### config.mk
export PLATFORM = sky130hd
export DESIGN_NAME = cpu_sequencer
export DESIGN_NICKNAME = d
export VERILOG_FILES = /design/src/rtl/seq_pkg.sv /design/src/rtl/seq_decode.sv /design/src/rtl/seq_state.sv /design/src/rtl/seq_drive.sv /design/src/rtl/cpu_sequencer.sv
export SDC_FILE = /design/constraint.sdc
export NUM_CORES = 1
export LEC_CHECK = 0
export BUFFER_PORTS_ARGS = -buffer_cell sky130_fd_sc_hd__buf_2
export CORE_MARGIN = 2
export CORE_UTILIZATION = 43
export DETAILED_ROUTE_END_ITERATION = 8
export PLACE_DENSITY_LB_ADDON = 0.3
export SYNTH_ARGS = -nofsm -noshare
export SYNTH_HDL_FRONTEND = slang
export SYNTH_SLANG_ARGS = --single-unit
### constraint.sdc
create_clock -name clk -period 2.3 [get_ports clk]
set_input_delay 0.46 -clock clk [delete_from_list [all_inputs] [get_ports clk]]
set_output_delay 0.46 -clock clk [all_outputs]
set_load 0.01 [all_outputs]
### src/rtl/seq_pkg.sv
package seq_pkg;
    localparam int WORD_W = 16;
    localparam int OPC_W  = 5;
    localparam int RIDX_W = 3;
    localparam int ALU_W  = 4;
    localparam int SHF_W  = 3;
    localparam int OPC_LSB = WORD_W - OPC_W;

    typedef enum logic [3:0] {
        S_INIT, S_FADDR, S_FWAIT, S_DECODE, S_OPND, S_EVAL,
        S_WBACK, S_XADDR, S_XWAIT, S_MLOAD, S_MSTORE
    } state_t;

    typedef enum logic [SHF_W-1:0] {
        SH_PASS = 3'd0, SH_LEFT = 3'd1, SH_RIGHT = 3'd2,
        SH_ROTL = 3'd3, SH_ROTR = 3'd4
    } shift_t;

    localparam logic [ALU_W-1:0] ALU_PASS = 4'd0;
    localparam logic [ALU_W-1:0] ALU_ADD  = 4'd1;
    localparam logic [ALU_W-1:0] ALU_SUB  = 4'd2;
    localparam logic [ALU_W-1:0] ALU_AND  = 4'd3;
    localparam logic [ALU_W-1:0] ALU_OR   = 4'd4;
    localparam logic [ALU_W-1:0] ALU_NOT  = 4'd5;
    localparam logic [ALU_W-1:0] ALU_INC  = 4'd6;

    localparam logic [OPC_W-1:0] OP_NOP  = 5'b00000;
    localparam logic [OPC_W-1:0] OP_LD   = 5'b00001;
    localparam logic [OPC_W-1:0] OP_ST   = 5'b00010;
    localparam logic [OPC_W-1:0] OP_MOV  = 5'b00011;
    localparam logic [OPC_W-1:0] OP_LDI  = 5'b00100;
    localparam logic [OPC_W-1:0] OP_ADD  = 5'b00101;
    localparam logic [OPC_W-1:0] OP_SUB  = 5'b00110;
    localparam logic [OPC_W-1:0] OP_AND  = 5'b00111;
    localparam logic [OPC_W-1:0] OP_OR   = 5'b01000;
    localparam logic [OPC_W-1:0] OP_NOT  = 5'b01001;
    localparam logic [OPC_W-1:0] OP_INC  = 5'b01010;
    localparam logic [OPC_W-1:0] OP_SHL  = 5'b01011;
    localparam logic [OPC_W-1:0] OP_SHR  = 5'b01100;
    localparam logic [OPC_W-1:0] OP_ROL  = 5'b01101;
    localparam logic [OPC_W-1:0] OP_ROR  = 5'b01110;
    localparam logic [OPC_W-1:0] OP_JMP  = 5'b01111;
    localparam logic [OPC_W-1:0] OP_BCMP = 5'b10000;

    typedef enum logic [2:0] {
        K_NOP, K_TWO, K_ONE, K_IMM, K_BRANCH, K_LOAD, K_STORE
    } kind_t;

    typedef struct packed {
        kind_t            kind;
        logic [ALU_W-1:0] alu;
        shift_t           shf;
        logic             use_src;
        logic             cond;
    } dec_t;
endpackage

### src/rtl/seq_decode.sv
module seq_decode
    import seq_pkg::*;
(
    input  logic [OPC_W-1:0] opcode,
    output dec_t             dec
);
    always_comb begin
        dec = '{kind: K_NOP, alu: ALU_PASS, shf: SH_PASS, use_src: 1'b0, cond: 1'b0};
        unique case (opcode)
            OP_LD:   dec.kind = K_LOAD;
            OP_ST:   dec.kind = K_STORE;
            OP_MOV:  begin dec.kind = K_ONE; dec.use_src = 1'b1; end
            OP_LDI:  dec.kind = K_IMM;
            OP_ADD:  begin dec.kind = K_TWO; dec.alu = ALU_ADD; end
            OP_SUB:  begin dec.kind = K_TWO; dec.alu = ALU_SUB; end
            OP_AND:  begin dec.kind = K_TWO; dec.alu = ALU_AND; end
            OP_OR:   begin dec.kind = K_TWO; dec.alu = ALU_OR; end
            OP_NOT:  begin dec.kind = K_ONE; dec.alu = ALU_NOT; end
            OP_INC:  begin dec.kind = K_ONE; dec.alu = ALU_INC; end
            OP_SHL:  begin dec.kind = K_ONE; dec.shf = SH_LEFT; end
            OP_SHR:  begin dec.kind = K_ONE; dec.shf = SH_RIGHT; end
            OP_ROL:  begin dec.kind = K_ONE; dec.shf = SH_ROTL; end
            OP_ROR:  begin dec.kind = K_ONE; dec.shf = SH_ROTR; end
            OP_JMP:  dec.kind = K_BRANCH;
            OP_BCMP: begin dec.kind = K_BRANCH; dec.cond = 1'b1; end
            default: dec.kind = K_NOP;
        endcase
    end
endmodule

### src/rtl/seq_state.sv
module seq_state
    import seq_pkg::*;
(
    input  logic   clk,
    input  logic   rst,
    input  logic   ready,
    input  dec_t   dec,
    output state_t state
);
    state_t nxt;

    always_ff @(posedge clk) begin
        if (rst) state <= S_INIT;
        else     state <= nxt;
    end

    always_comb begin
        nxt = state;
        unique case (state)
            S_INIT:   nxt = S_FADDR;
            S_FADDR:  nxt = S_FWAIT;
            S_FWAIT:  if (ready) nxt = S_DECODE;
            S_DECODE: begin
                unique case (dec.kind)
                    K_TWO:   nxt = S_OPND;
                    K_ONE:   nxt = S_EVAL;
                    K_IMM, K_BRANCH, K_LOAD, K_STORE: nxt = S_XADDR;
                    default: nxt = S_FADDR;
                endcase
            end
            S_OPND:   nxt = S_EVAL;
            S_EVAL:   nxt = S_WBACK;
            S_WBACK:  nxt = S_FADDR;
            S_XADDR:  nxt = S_XWAIT;
            S_XWAIT: begin
                if (ready) begin
                    if (dec.kind == K_LOAD)       nxt = S_MLOAD;
                    else if (dec.kind == K_STORE) nxt = S_MSTORE;
                    else                          nxt = S_FADDR;
                end
            end
            S_MLOAD, S_MSTORE: if (ready) nxt = S_FADDR;
            default:  nxt = S_INIT;
        endcase
    end
endmodule

### src/rtl/seq_drive.sv
module seq_drive
    import seq_pkg::*;
(
    input  state_t            state,
    input  dec_t              dec,
    input  logic [RIDX_W-1:0] src_idx,
    input  logic [RIDX_W-1:0] dst_idx,
    input  logic              ready,
    input  logic              compout,
    output logic              rw,
    output logic              vma,
    output logic [RIDX_W-1:0] reg_sel,
    output logic              reg_oe,
    output logic              reg_we,
    output logic              op_we,
    output logic [ALU_W-1:0]  alu_sel,
    output logic [SHF_W-1:0]  shift_sel,
    output logic              out_we,
    output logic              out_oe,
    output logic              pc_clr,
    output logic              pc_inc,
    output logic              pc_ld,
    output logic              pc_oe,
    output logic              addr_ld,
    output logic              ir_ld
);
    always_comb begin
        rw = 1'b1; vma = 1'b0; reg_sel = dst_idx;
        reg_oe = 1'b0; reg_we = 1'b0; op_we = 1'b0;
        alu_sel = ALU_PASS; shift_sel = SH_PASS;
        out_we = 1'b0; out_oe = 1'b0;
        pc_clr = 1'b0; pc_inc = 1'b0; pc_ld = 1'b0; pc_oe = 1'b0;
        addr_ld = 1'b0; ir_ld = 1'b0;
        unique case (state)
            S_INIT:   pc_clr = 1'b1;
            S_FADDR, S_XADDR: begin
                pc_oe = 1'b1; addr_ld = 1'b1;
            end
            S_FWAIT: begin
                vma = 1'b1; rw = 1'b0; ir_ld = ready;
            end
            S_DECODE: pc_inc = 1'b1;
            S_OPND: begin
                reg_sel = src_idx; reg_oe = 1'b1; op_we = 1'b1;
            end
            S_EVAL: begin
                reg_sel   = dec.use_src ? src_idx : dst_idx;
                reg_oe    = 1'b1;
                alu_sel   = dec.alu;
                shift_sel = dec.shf;
                out_we    = 1'b1;
            end
            S_WBACK: begin
                out_oe = 1'b1; reg_we = 1'b1;
            end
            S_XWAIT: begin
                vma = 1'b1; rw = 1'b0;
                if (ready) begin
                    unique case (dec.kind)
                        K_IMM: begin reg_we = 1'b1; pc_inc = 1'b1; end
                        K_BRANCH: begin
                            if (dec.cond && !compout) pc_inc = 1'b1;
                            else                      pc_ld  = 1'b1;
                        end
                        K_LOAD, K_STORE: begin addr_ld = 1'b1; pc_inc = 1'b1; end
                        default: ;
                    endcase
                end
            end
            S_MLOAD: begin
                vma = 1'b1; rw = 1'b0; reg_we = ready;
            end
            S_MSTORE: begin
                vma = 1'b1; rw = 1'b1; reg_oe = 1'b1;
            end
            default: ;
        endcase
    end
endmodule

### src/rtl/cpu_sequencer.sv
module cpu_sequencer
    import seq_pkg::*;
(
    input  logic              clk,
    input  logic              rst,
    input  logic [WORD_W-1:0] instr,
    input  logic              compout,
    input  logic              ready,
    output logic              rw,
    output logic              vma,
    output logic [RIDX_W-1:0] reg_sel,
    output logic              reg_oe,
    output logic              reg_we,
    output logic              op_we,
    output logic [ALU_W-1:0]  alu_sel,
    output logic [SHF_W-1:0]  shift_sel,
    output logic              out_we,
    output logic              out_oe,
    output logic              pc_clr,
    output logic              pc_inc,
    output logic              pc_ld,
    output logic              pc_oe,
    output logic              addr_ld,
    output logic              ir_ld
);
    dec_t   dec;
    state_t state;
    logic   unused_fields;

    assign unused_fields = ^instr[OPC_LSB-1:2*RIDX_W];

    seq_decode u_dec (
        .opcode (instr[WORD_W-1:OPC_LSB]),
        .dec    (dec)
    );

    seq_state u_state (
        .clk   (clk),
        .rst   (rst),
        .ready (ready),
        .dec   (dec),
        .state (state)
    );

    seq_drive u_drive (
        .state     (state),
        .dec       (dec),
        .src_idx   (instr[2*RIDX_W-1:RIDX_W]),
        .dst_idx   (instr[RIDX_W-1:0]),
        .ready     (ready),
        .compout   (compout),
        .rw        (rw),
        .vma       (vma),
        .reg_sel   (reg_sel),
        .reg_oe    (reg_oe),
        .reg_we    (reg_we),
        .op_we     (op_we),
        .alu_sel   (alu_sel),
        .shift_sel (shift_sel),
        .out_we    (out_we),
        .out_oe    (out_oe),
        .pc_clr    (pc_clr),
        .pc_inc    (pc_inc),
        .pc_ld     (pc_ld),
        .pc_oe     (pc_oe),
        .addr_ld   (addr_ld),
        .ir_ld     (ir_ld)
    );
endmodule

-- Yosys cells after proc, flatten, opt, wreduce, memory -nomap -nowiden
Index checks and enable logic that the tools add are counted.
Widths: inputs -> output; s select.
- register bits after elaboration: 4
- latch bits: 0
- RAM bits: 0
- ROM bits: 0
- input port bits: 20
- output and inout bits: 23
- word-level logic and storage cells: 91
- memories kept: 0
- $add $sub $neg: 0
- multiply operators: 0
- div/mod/pow operators: 0
- $lt $le $gt $ge: 0
- equal/unequal tests: 35
- shift-type cells: 0
- muxes and demuxes: 39
- bitwise logic cells: 0
- reduce and logical (&&, ||, !) cells: 16
- operators by type and width (kind ; number):
    $eq 5x4->1 const B ; 8
    $pmux 3 s6 ; 2
    $pmux 4 s9 ; 1
    $mux 1 ; 21
    $eq 5x3->1 const B ; 4
    $mux 4 ; 5
    $eq 4x3->1 const B ; 4
    $eq 4x4->1 const B ; 3
    $pmux 3 s4 ; 1
    $reduce_or 4->1 ; 3
    $eq 5x2->1 const B ; 2
    $reduce_or 2->1 ; 5
    $eq 3x3->1 const B ; 3
    $mux 3 ; 3
    $pmux 3 s3 ; 1
    $reduce_or 3->1 ; 3
    $eq 4x2->1 const B ; 2
    $reduce_or 7->1 ; 1
    $eq 3x2->1 const B ; 2
    $ne 2x2->1 const B ; 3
    $pmux 1 s2 ; 3
    $pmux 3 s2 ; 1
    $eq 5x1->1 const B ; 1
    $eq 5x5->1 const B ; 1
    7 further kinds ; 7

-- Longest topological paths before layout
Gate-level depths: netlist of the first run.
- word-level depth: 8
- mapped depth: 5

-- Hierarchy
A second synthesis of the first run with hierarchy kept.
- cells, all modules: 130
- area total of the unflattened synthesis: 954.7 sq um
- by module, submodules not included (module ; instances ; cells an instance ; area each (sq um) ; seq. area each (sq um)):
    seq_drive ; 1 ; 48 ; 357.8 ; 0.0
    seq_state ; 1 ; 43 ; 354.1 ; 80.1
    seq_decode ; 1 ; 39 ; 242.7 ; 0.0

-- Worst setup path after synthesis of the first run
Ideal clock, no wire load.
- path kind: register to output
- start point: register u_state.state[2]
- end point: output port alu_sel[2]
- arrival time: 1.582 ns
- data required time: 1.840 ns
- path slack: 0.258 ns
- cell stages (with the launch flop): 5
- cell sequence: dfxtp_1 -> buf_4 -> nand2b_4 -> or3_1 -> a2111oi_0
- word-level cells in the longest chain between the ends: 2
- ends and longest elaborated chain (element ; RTL line ; RTL):
    from (decl) ; seq_state.sv:8 ; output state_t state
    from (signal assigned) ; seq_state.sv:14 ; else state <= nxt;
    $eq 4x3->1 ; seq_drive.sv:34 ; unique case (state)
    $mux 3 ; seq_drive.sv:34 ;
    to (decl) ; cpu_sequencer.sv:15 ; output logic [ALU_W-1:0] alu_sel,
Every way passes these cells.

-- Final worst setup path of the first run
- start point: input port instr[15]
- end point: output port reg_sel[2]
- word-level cells in the longest chain between the ends: 4
- ends and longest elaborated chain (element ; RTL line ; RTL):
    from (decl) ; cpu_sequencer.sv:6 ; input logic [WORD_W-1:0] instr,
    $eq 5x2->1 ; seq_decode.sv:9 ; unique case (opcode)
    $mux 1 ; seq_decode.sv:9 ;
    $mux 3 ; seq_drive.sv:47 ; reg_sel = dec.use_src ? src_idx : dst_idx;
    $pmux 3 s2 ; seq_drive.sv:34 ;
    to (decl) ; cpu_sequencer.sv:11 ; output logic [RIDX_W-1:0] reg_sel,
Every way passes these cells.

==> impl_summary.txt, run 1 <==
----------------------------------------------------
[Status]
  Result of the run ... finished, final reports clean

[Critical path]
  Crit path DAT ... 1.68 ns
  Endpoint of the worst-slack reg-to-reg timing path ... u_state.state[2]
  Endpoint class of the critical path ... output port
  Type of the worst setup path ... input pin to output port
  Data required time of the critical path ... 1.84 ns
  R2R depth ... 5
  Maximum fanout along the worst path ... 3
  Sort of element at the start of the critical path ... input pin
  RR Startpoint ... u_state.state[1]
  Worst-case register-to-register setup slack ... 0.75 ns

[Clock network]
  Cts bufs inserted ... 3
  Worst-case clock buffer depth ... 2
  Library cell used as clock root buffer ... clkbuf_4
  CTS tree ... built
  Clk Latency, worst-skew pair ... 0.23 ns
  CTS H-tree depth ... 1
  Gates resized, CTS repair ... 0
  Setup repair bufs after CTS ... 0
  Count of clock tree sinks ... 4
  Cts-stage hold buffer count ... 0
  Clock transition at path regs ... 0.04 ns

[Floorplan]
  Core outline area ... 1690 sq um
  Die width ... 46.1 um
  Die Height ... 46.1 um
  Total die area ... 2130 sq um
  Initial core utilization ... 45.2%
  Standard-cell rows ... 15
  Ports placed on the boundary ... 43

[Placed design]
  Final estimated routing congestion in global placement ... 0.849
  Placement Cell Area ... 965 sq um
  Quantity of I/O buffers inserted on ports ... 36
  Placed wire-length estimate after detailed placement ... 1620 um
  Total instance count after detailed placement ... 161

[Cells and area]
  Share of the core filled with cells in the final layout ... 58.4%
  Leading cell type in the layout, fill and taps excluded ... buf_2
  Diodes inserted ... 0
  Largest register by flop count ... u_state.state
  Count of non-filler cells in the finished layout ... 164
  Area growth from synthesis to layout ... 29.3%
  Layout cells sized above 1 ... 37.4%
  Commonest cells after routing, fill and taps aside ... buf_2 (36), nor2_1 (10), buf_4 (8), nand2_1 (7), nand2b_1 (6)
  Net count, final ... 169
  Max reg flops ... 4
  Cell area after layout ... 987 sq um
  Regs by FF count ... u_state.state: 4 flops

[Yosys]
  Most common flop cell mapped by yosys ... dfxtp_1
  Mapped Cells ... 111
  Area fraction in compound gates after synthesis ... 27.9%
  FFs w/ async S/R, synth ... 0%
  Sequential element share of the synthesized area ... 10.5%
  Seq cells post-synth ... 4
  Synth cell types ... 45
  Fraction of synthesized cell area in xor and xnor cells ... 3.44%
  Combinational family with the most area after synthesis ... simple AND/OR/NAND/NOR gates
  Number of flops mapped to enable cells by yosys ... 0
  Count of yosys warnings during synthesis ... 0
  Adder and majority cell fraction of the synthesized area ... 0%
  Simple-gate area share of the yosys netlist ... 40.7%
  Multiplexer share of the synthesized area ... 7.21%
  Post-synthesis cell area ... 763 sq um
  Post-Syn Area per Cell ... 6.88 sq um
  Syn_nets ... 131

[Detailed routing]
  Detailed route wirelength on metal2 ... 958 um
  Final wirelength ... 2070 um
  Avg WL per Cell ... 12.6 um
  Top routing layer in use ... met3
  DR iter-0 viols ... 17
  Detailed route wirelength on metal3 ... 139 um
  Per-cell via count in the routed design ... 5.76
  Iteration count of the initial detailed-routing pass ... 4
  Met1 routed wirelength after detailed routing ... 968 um
  Number of design rule violations left after detail routing ... 0
  Routed Antenna Nets ... 0
  Total number of vias ... 944

[Timing]
  Worst hold margin ... 0.455 ns
  F_max ... 0.468 GHz
  RSZ-0062 raised after global routing ... no
  Count of endpoints failing hold in the final timing report ... 0
  Fin Setup TNS ... 0 ns
  Final critical-path required period ... 2.14 ns
  Post-Route Skew ... 0.00796 ns
  Final count of pins violating max slew ... 0
  Period Utilization, post-route ... 92.9%
  Final count of negative-setup-slack endpoints ... 0

[Power]
  Pwr Density ... 349 nW/um^2
  Leakage power ... 0.483 nW
  Worst voltage drop across the vdd grid ... 0.000289 V

[Flow run]
  Number of max-capacitance violations reported ... 0

[Global routing]
  All-layer global routing usage ... 20.1%
  Global-route wire length before repair ... 3280 um
  Vias in the first global route ... 714
  Overflow left after global routing ... 0
  Antenna violations before repair ... 0
  Pin count of the biggest net entering global routing ... 16

[Hold path]
  Min-Delay Path Depth ... 2
  Worst min-delay path class ... input pin to flip-flop
  Hold Path Sink ... u_state.state[3]
  Hold wc startpoint ... rst

----------------------------------------------------
-- critical path, stage by stage --
cell and delay (ns):
buf_2 0.12, nor3_4 0.18, a31oi_1 0.10, or3_4 0.37, mux2_4 0.30, buf_2 0.14
-- worst max-delay path by stage --
stage,from,end,cells past startpoint
final,instr[15],reg_sel[2],6
after global routing,u_state.state[3],alu_sel[2],4
after detailed placement,instr[15],reg_sel[2],6
after CTS,u_state.state[3],alu_sel[2],4
after global placement,instr[15],reg_sel[1],6
after floorplan,u_state.state[2],alu_sel[2],4
-- kinds of logic (layout without fill, tap and decap cells) --
| group | count (synthesis) | after routing |
|---|---|---|
| muxes | 4 | 4 |
| other | 1 | 1 |
| buffers and inverters | 15 | 51 |
| AOI/OAI and AO/OA | 31 | 31 |
| xor gates and xnor gates | 3 | 3 |
| DFF | 4 | 4 |
| and+or+nand+nor | 53 | 53 |
-- synthesized netlist by cell type, drive strengths merged (4+ instances only) --
cell | number | area, sq um
nor2 | 10 | 37.5
a21oi | 5 | 25.0
nand3 | 4 | 20.0
inv | 4 | 15.0
clkbuf | 5 | 18.8
dfxtp | 4 | 80.1
buf | 6 | 41.3
nor3 | 4 | 31.3
o21ai | 5 | 25.0
nand2b | 7 | 51.3
nand2 | 7 | 26.3
-- routing by layer --
metal / GRT usage, % / vias up
li1: - / 485
met1: 29.8 / 419
met2: 32.8 / 40
met3: 2.35 / 0
met4: 0 / 0
met5: 0 / -
-- per-stage QoR --
step	setup WS [ns]	power (W)
CTS	0.162	0.000347
global placement	0.176	0.000258
floorplan	0.258	0.000202
detailed placement	0.164	0.000261
finish	0.164	0.000345
global route	0.0484	0.000375
-- area by class of cell --
| cell class | instances | area [sq um] |
|---|---|---|
| multi-input combinational | 92 | 608 |
| clock buffer | 3 | 22.5 |
| sequential | 4 | 80.1 |
| tap | 17 | 21.3 |
| fill | 176 | 702 |
| inverter | 4 | 15.0 |
| timing repair buffer | 44 | 240 |
-- where the power goes --
part | leakage (nW) | internal [W] | total (W) | switching (W)
clock network | 0.0138 | 0.0000582 | 0.0000841 | 0.0000259
registers | 0.0328 | 0.0000757 | 0.0000841 | 0.00000838
logic | 0.436 | 0.0000779 | 0.000177 | 0.0000988
No activity file was read; power rests on OpenSTA's default activity.
==> run 2, diff against run 1 <==
CORE_MARGIN = not set   (was 2)
==> impl_summary.txt, run 2 (synthesis gave the netlist of run 1 again) <==
----------------------------------------------------
[Clock network]
  CTS tree ... built
  Count of clock tree sinks ... 4 (unchanged)
  Clock transition at path regs ... 0.04 ns (about the same)
  Worst-case clock buffer depth ... 2 (unchanged)
  Setup repair bufs after CTS ... 0 (unchanged)
  Cts-stage hold buffer count ... 0 (unchanged)
  CTS H-tree depth ... 1 (unchanged)
  Cts bufs inserted ... 3 (unchanged)
  Clk Latency, worst-skew pair ... 0.23 ns (about the same)
  Gates resized, CTS repair ... 0 (unchanged)
  Library cell used as clock root buffer ... clkbuf_4

[Cells and area]
  Leading cell type in the layout, fill and taps excluded ... buf_2
  Diodes inserted ... 0 (unchanged)
  Cell area after layout ... 978 sq um (-0.89%)
  Largest register by flop count ... u_state.state
  Net count, final ... 168 (-0.59%)
  Register cell area after layout ... 80.1 sq um (unchanged)
  Fillers ... 155 (-12%)
  Regs by FF count ... u_state.state: 4 flops
  Max reg flops ... 4 (unchanged)
  Area taken by multi-input logic gates ... 608 sq um (unchanged)
  Area growth from synthesis to layout ... 28.2%
  Layout cells sized above 1 ... 37.0% (-0.43 points)
  Commonest cells after routing, fill and taps aside ... buf_2 (36), nor2_1 (10), nand2_1 (7), buf_4 (7), nand2b_1 (6)

[Detailed routing]
  DR iter-0 viols ... 40 (+23)
  Number of design rule violations left after detail routing ... 4 (+4)
  Avg WL per Cell ... 12.9 um (+2.8%)
  Iteration count of the initial detailed-routing pass ... 8 (+4)
  Total number of vias ... 964 (+2.1%)
  Routed Antenna Nets ... 0 (unchanged)
  Per-cell via count in the routed design ... 5.95 (+3.4%)
  Final wirelength ... 2100 um (+1.5%)

[Timing]
  Final count of pins violating max slew ... 0 (unchanged)
  Final count of negative-setup-slack endpoints ... 0 (unchanged)
  Final critical-path required period ... 2.17 ns (+0.0375 ns)
  Period Utilization, post-route ... 94.5% (+1.6 points)
  Fin Setup TNS ... 0 ns (unchanged)
  Count of endpoints failing hold in the final timing report ... 0 (unchanged)
  Post-Route Skew ... 0.00318 ns (-0.00478 ns)
  RSZ-0062 raised after global routing ... no
  F_max ... 0.460 GHz (-1.7%)

[Floorplan]
  Standard-cell rows ... 14 (-1)
  Ports placed on the boundary ... 43 (unchanged)
  Die Height ... 44.1 um (-4.3%)
  Die width ... 44.1 um (-4.3%)
  Core outline area ... 1580 sq um (-6.7%)
  Total die area ... 1950 sq um (-8.5%)
  Initial core utilization ... 48.4% (+3.2 points)

[Placed design]
  Placement Cell Area ... 956 sq um (-0.91%)
  Final estimated routing congestion in global placement ... 0.892 (+5.0%)
  Placed wire-length estimate after detailed placement ... 1610 um (-0.43%)
  Quantity of I/O buffers inserted on ports ... 36 (unchanged)

[Status]
  Failing checks ... DRC
  Result of the run ... finished, violations left

[Power]
  Net switching power ... 0.000137 W (+2.5%)
  Switching part of the total power ... 39.3% (+0.69 points)
  Internal ... 0.000211 W (-0.39%)
  Sequential share of power ... 23.2% (-1.2 points)
  Worst voltage drop across the vdd grid ... 0.000258 V (-11%)
  Pwr Density ... 355 nW/um^2 (+1.6%)
  Combinational share of power ... 52.1% (+0.9 points)
  Clk network pwr share ... 24.7% (+0.3 points)
  Leakage power ... 0.478 nW (-1.0%)

[Flow run]
  Number of max-capacitance violations reported ... 0 (unchanged)

[Global routing]
  All-layer global routing usage ... 23.7% (+3.6 points)
  Pin count of the biggest net entering global routing ... 16 (unchanged)
  Global-route wire length before repair ... 3590 um (+9.5%)
  Antenna violations before repair ... 0 (unchanged)
  Vias in the first global route ... 782 (+9.5%)
  Overflow left after global routing ... 0 (unchanged)

[Critical path]
  Endpoint class of the critical path ... output port
  Maximum fanout along the worst path ... 13 (+10)
  Crit path DAT ... 1.71 ns (+0.03 ns)
  Type of the worst setup path ... input pin to output port
  Data required time of the critical path ... 1.84 ns (about the same)
  Sort of element at the start of the critical path ... input pin

[Hold path]
  Worst min-delay path class ... input pin to flip-flop

----------------------------------------------------
run 2: cell types whose count changed in the layout (fill, tap and decap cells not counted):
cell   delta
buf_4     -1
run 2: layer usage:
layer  vias up  routed length [um]  GRT usage, %
met3         2                 194          4.90
li1        483                   -             -
met5         -                   0             0
met2        53                 962          37.1
met1       426                 921          33.5
met4         0                  18          4.85
run 2: power groups by stage:
stage | clock [W] | combinational, W | sequential [W]
final | 0.0000860 | 0.000181 | 0.0000805
after global routing | 0.0000983 | 0.000200 | 0.0000809
after CTS | 0.0000906 | 0.000180 | 0.0000803
after detailed placement | 0 | 0.000179 | 0.0000814
after global placement | 0 | 0.000176 | 0.0000808
after floorplan | 0 | 0.000123 | 0.0000784
run 2: critical path, cell delays in order:
cell and delay (ns):
buf_2 0.17, nor3_4 0.17, a31oi_1 0.11, or3_4 0.37, mux2_4 0.30, buf_2 0.14
run 2: through the flow:
| stage | std cells | hold WS (ns) | power (W) | worst slack (ns) | util, % |
|---|---|---|---|---|---|
| after floorplan | 111 | 0.529 | 0.000202 | 0.258 | - |
| after detailed placement | 159 | 0.615 | 0.000260 | 0.121 | 60.6 |
| after global placement | 159 | 0.607 | 0.000257 | 0.135 | 60.6 |
| after global routing | 162 | 0.465 | 0.000379 | 0.0304 | 62.1 |
| after CTS | 162 | 0.453 | 0.000350 | 0.121 | 62.1 |
| final | 162 | 0.469 | 0.000348 | 0.126 | 62.1 |
run 2: path summary, 6_finish.rpt:
check	startpoint	to	slack, ns	depth (start not counted)
hold / removal	rst	u_state.state[3]	0.47	2
setup / recovery	instr[13]	reg_sel[2]	0.13	6
setup reg to reg	u_state.state[1]	u_state.state[2]	0.89	5
hold reg to reg	u_state.state[2]	u_state.state[2]	0.62	2
run 2: final cells by class:
type                       count  share of cell area [%]
clock buffer                   3                    2.30
inverter                       4                    1.53
multi-input combinational     92                    62.1
sequential                     4                    8.18
tap                           16                    2.05
timing repair buffer          43                    23.8
